==> src/rtl/ls_gap_pkg.sv <==
package ls_gap_pkg;

    // Default geometry of the low-speed gap
    localparam int unsigned CODE_W       = 3;   // width of each gap code
    localparam int unsigned CLK_PER_HALF = 20;  // PHY clocks per half bit time
    localparam int unsigned BASE_HALVES  = 4;   // gap for code 0, in half bit times

    // Which gap a pulse selects
    typedef enum logic {
        DIR_TURN = 1'b0,
        DIR_IPG  = 1'b1
    } gap_dir_e;

endpackage

==> src/rtl/ls_gap_len.sv <==
module ls_gap_len #(
    parameter int unsigned CODE_W       = ls_gap_pkg::CODE_W,
    parameter int unsigned CLK_PER_HALF = ls_gap_pkg::CLK_PER_HALF,
    parameter int unsigned BASE_HALVES  = ls_gap_pkg::BASE_HALVES,
    parameter int unsigned CNT_W        = 8
) (
    input  logic [CODE_W-1:0] code_i,
    output logic [CNT_W-1:0]  len_m1_o
);

    // Gap in clocks minus one: terminal count for a down-counter ending at zero
    always_comb begin
        len_m1_o = CNT_W'((BASE_HALVES + int'(code_i)) * CLK_PER_HALF - 1);
    end

endmodule

==> src/rtl/ls_gap_ctr.sv <==
module ls_gap_ctr #(
    parameter int unsigned CNT_W = 8
) (
    input  logic             clk,
    input  logic             rst_n,
    input  logic             enable_i,
    input  logic             load_i,
    input  logic [CNT_W-1:0] load_val_i,
    output logic             ready_o
);

    typedef struct packed {
        logic             ready;
        logic [CNT_W-1:0] cnt;
    } ctr_state_t;

    ctr_state_t st_d, st_q;

    always_comb begin
        st_d = st_q;
        if (!enable_i) begin
            st_d.ready = 1'b1;
            st_d.cnt   = '0;
        end else if (load_i) begin
            st_d.ready = 1'b0;
            st_d.cnt   = load_val_i;
        end else if (!st_q.ready) begin
            if (st_q.cnt == '0) begin
                st_d.ready = 1'b1;
            end else begin
                st_d.cnt = st_q.cnt - 1'b1;
            end
        end
    end

    always_ff @(posedge clk or negedge rst_n) begin
        if (!rst_n) begin
            st_q <= '{ready: 1'b1, cnt: '0};
        end else begin
            st_q <= st_d;
        end
    end

    assign ready_o = st_q.ready | ~enable_i;

endmodule

==> src/rtl/ls_gap_timer.sv <==
module ls_gap_timer #(
    parameter int unsigned CODE_W       = ls_gap_pkg::CODE_W,
    parameter int unsigned CLK_PER_HALF = ls_gap_pkg::CLK_PER_HALF,
    parameter int unsigned BASE_HALVES  = ls_gap_pkg::BASE_HALVES
) (
    input  logic              clk,
    input  logic              rst_n,
    input  logic              host_mode_i,
    input  logic [CODE_W-1:0] turn_code_i,
    input  logic [CODE_W-1:0] ipg_code_i,
    input  logic              rx_eop_i,
    input  logic              tx_eop_i,
    output logic              tx_ready_o
);

    import ls_gap_pkg::*;

    localparam int unsigned MAX_CLKS = (BASE_HALVES + (1 << CODE_W) - 1) * CLK_PER_HALF;
    localparam int unsigned CNT_W    = $clog2(MAX_CLKS);
    localparam int unsigned N_DIR    = 2;

    logic [N_DIR-1:0][CODE_W-1:0] code_v;
    logic [N_DIR-1:0][CNT_W-1:0]  len_m1_v;
    gap_dir_e                     dir;
    logic                         load;
    logic [CNT_W-1:0]             load_val;

    assign code_v[DIR_TURN] = turn_code_i;
    assign code_v[DIR_IPG]  = ipg_code_i;

    for (genvar g = 0; g < N_DIR; g++) begin : g_len
        ls_gap_len #(
            .CODE_W       (CODE_W),
            .CLK_PER_HALF (CLK_PER_HALF),
            .BASE_HALVES  (BASE_HALVES),
            .CNT_W        (CNT_W)
        ) u_len (
            .code_i   (code_v[g]),
            .len_m1_o (len_m1_v[g])
        );
    end

    // Receive end wins a tie: the turnaround gap applies
    always_comb begin
        dir      = rx_eop_i ? DIR_TURN : DIR_IPG;
        load     = rx_eop_i | tx_eop_i;
        load_val = len_m1_v[dir];
    end

    ls_gap_ctr #(
        .CNT_W (CNT_W)
    ) u_ctr (
        .clk        (clk),
        .rst_n      (rst_n),
        .enable_i   (host_mode_i),
        .load_i     (load),
        .load_val_i (load_val),
        .ready_o    (tx_ready_o)
    );

endmodule

==> config.mk <==
export PLATFORM = sky130hd
export DESIGN_NAME = ls_gap_timer
export DESIGN_NICKNAME = d
export VERILOG_FILES = /design/src/rtl/ls_gap_pkg.sv /design/src/rtl/ls_gap_len.sv /design/src/rtl/ls_gap_ctr.sv /design/src/rtl/ls_gap_timer.sv
export SDC_FILE = /design/constraint.sdc
export NUM_CORES = 1
export LEC_CHECK = 0
export ABC_AREA = 0
export BUFFER_PORTS_ARGS = -buffer_cell sky130_fd_sc_hd__buf_2
export CORE_AREA = 2 2 52 54
export DETAILED_ROUTE_END_ITERATION = 10
export DIE_AREA = 0 0 54 56
export GPL_TIMING_DRIVEN = 1
export PLACE_DENSITY = 0.66
export SETUP_SLACK_MARGIN = 0.1
export SLEW_MARGIN = 20
export SYNTH_ARGS = -nofsm -noshare
export SYNTH_HDL_FRONTEND = slang
export SYNTH_SLANG_ARGS = --single-unit
==> constraint.sdc <==
create_clock -name clk -period 1.6 [get_ports clk]
set_input_delay 0.08 -clock clk [delete_from_list [all_inputs] [get_ports clk]]
set_output_delay 0.08 -clock clk [all_outputs]
set_load 0.005 [all_outputs]
==> out/qor.yml <==
grt_pass1_wl_um: 3750
final-setup-viol-count: 8
drv_cap: 0
combinationalPowerShare_pct: 47.3
clk_path_buf_depth: 2
swShare_pct: 34.3
slew_headroom_pct: 81.3
intPower_w: 0.000569
synthTopCellsByCount: "ha_1 (14), inv_1 (13), a21oi_1 (9), dfrtp_1 (8)"
max_slew.worst_pin.slew_ns: 0.278
grt_max_degree: 16
dieArea_um2: 3020
slowest_delay_ns: 0.55
cp_data_required_time_ns: 1.76
crit_buf_inv: 0
hold_viol_final: 0
period_share_pct: 111
critical_path.cell_chain: "or4_4 -> nor2_4 -> xor2_1 -> a221o_1 -> a32o_2"
worstSkewPairLatency_ns: 0.27
yosysTopAreaCell: "dfrtp_1"
largest_reg_flops: 9
holdWs_ns: 0.189
dp_slack_ns: -0.247
ys_types: 29
rsz0062_at_grt: "true"
synth_top_area_share_pct: 21.1
gp_routability_congestion: 0.841
hold_path_class: "in2async"
first_iter_violations: 22
crit_path_end: "u_ctr.st_q[5]"
yosys-top-cells-area: "dfrtp_1 (21%), ha_1 (18%), xnor2_1 (6.5%), inv_1 (5.2%), a21oi_1 (4.8%)"
io_buffer_count: 11
drc: 0
num_io_pins: 12
tritoncts: "done"
period_minus_slack_ns: 1.78
antenna_cells: 0
drt-wirelength-per-cell_um: 12.5
num_vias: 907
multi_input_area_um2: 741
p_sw_w: 0.000297
ys_ff_latch: 9
violations: "negative setup slack"
r2r-end: "u_ctr.st_q[5]"
cp-startpoint: "u_ctr.st_q[3]"
die_w_um: 54
seq_area_frac_synth_pct: 23.9
synth_nets: 134
numCtsBuffers: 3
status: "finished, violations left"
rows: 18
worstPathArrival_ns: 1.94
drive_gt1_share_pct: 41.9
syn_area_um2: 947
syn_inst: 109
worst_setup_path_end_kind: "flip-flop"
reg2regPathDepth: 5
start_kind: "flip-flop"
ys.flop_type: "dfrtp_1"
synth_edf_count: 0
area_growth_pct: 44.5
fin_area_um2: 1370
gr-total-overflow: 0
nets: 174
synthArstFlopShare_pct: 100
antenna_found_initial: 0
slew_violations: 0
coreArea_um2: 2430
synth_most_common_cell: "ha_1"
regArea_um2: 226
r2r_slack_ns: -0.18
yosys_warnings: 0
clk_pin_slew_worst_paths_ns: 0.07
ir_drop_uv: 670
post_dp_cell_area_um2: 1250
ant_nets: 0
fin_ws_ns: -0.181
htree_levels: 1
finClkSkew_ns: 0.00775
power.density_nw_per_um2: 633
seq_power_share_pct: 31.9
syn_area_per_cell_um2: 8.69
routed_wl_um: 2230
regMostFlops: "u_ctr.st_q"
place.detailed.hpwl_um: 1760
start_util_pct: 38.9
reg2reg_from: "u_ctr.st_q[3]"
drtPass1Iterations: 4
pwr-share-clk_pct: 20.8
crit_family: "simple AND/OR/NAND/NOR gates"
cp_num_cells: 5
power.total_w: 0.000867
grt_pass1_vias: 925
cts.sink_count: 9
fillers: 219
critPathKind: "reg2reg"
track_usage_pct: 16.6
path_max_fanout: 3
avgViaCountPerCell: 5.10
leakage_nw: 0.660
crit_path_top_delay_cell: "or4_4"
reg_top3: "u_ctr.st_q (9)"
cts-root-buf: "clkbuf_4"
die_h_um: 56
fmax_mhz: 561
how the worst min path moves through the flow:
stage	start	to	slack (ns)	cells past startpoint
after floorplan	rst_n	u_ctr.st_q[0]	-0.22	0
after global placement	rst_n	u_ctr.st_q[4]	-0.06	1
after detailed placement	rst_n	u_ctr.st_q[4]	-0.06	1
after CTS	rst_n	u_ctr.st_q[4]	0.20	2
after global routing	rst_n	u_ctr.st_q[4]	0.19	2
final	rst_n	u_ctr.st_q[2]	0.19	2
cell usage in the layout (no fill, tap or decap), drive strengths merged, types with 5 or more instances in the layout:
master / Yosys / layout
a21oi: 9 / 9
buf: 4 / 38
dfrtp: 8 / 8
ha: 14 / 14
inv: 14 / 14
nand2: 6 / 6
nor2: 6 / 6
nor3: 7 / 7
xnor2: 7 / 7
xor2: 5 / 5
area by class of cell:
class	count	share of cell area (%)
Inverter	14	4.02
Multi-Input combinational cell	82	54.1
Timing Repair Buffer	39	20.7
Sequential cell	9	16.5
Tap cell	30	2.74
Clock buffer	4	1.92
layer usage:
layer	share of wire, %	GRT usage, %	vias up
li1	-	-	467
met1	45	20.1	426
met2	52	28.9	14
met3	2.9	4.84	0
met4	0	2.14	0
met5	0	0	-
power by group through the flow:
stage | Combinational, W | Sequential, W | Clock [W]
floorplan | 0.000218 | 0.000280 | 0
global placement | 0.000359 | 0.000276 | 0
detailed placement | 0.000368 | 0.000276 | 0
CTS | 0.000383 | 0.000273 | 0.000184
global route | 0.000454 | 0.000280 | 0.000203
finish | 0.000410 | 0.000277 | 0.000180
through the flow:
step	utilization (%)	setup TNS [ns]	cells
floorplan	-	-0.186	109
global placement	51.4	-1.28	172
detailed placement	51.4	-1.34	172
CTS	53.8	-0.984	178
global route	56.3	-1.61	178
finish	56.3	-0.643	178
cell families (layout without fill, tap and decap cells):
family,Yosys count,count (layout),share of synthesized area (%)
flops,9,9,23.9
compound gates,27,27,20.3
xor+xnor,12,12,11.1
simple gates,29,29,16.2
fa+ha+maj,14,14,18.5
buf+inv,18,57,9.91
repair_timing:
item	in CTS	in global routing
pin swaps	1	8
hold buffers	1	0
endpoints found under the hold margin	9	0
resized for setup	4	15
setup buffers	1	0
setup endpoints to repair	9	9
No activity file was read; power rests on OpenSTA's default activity.
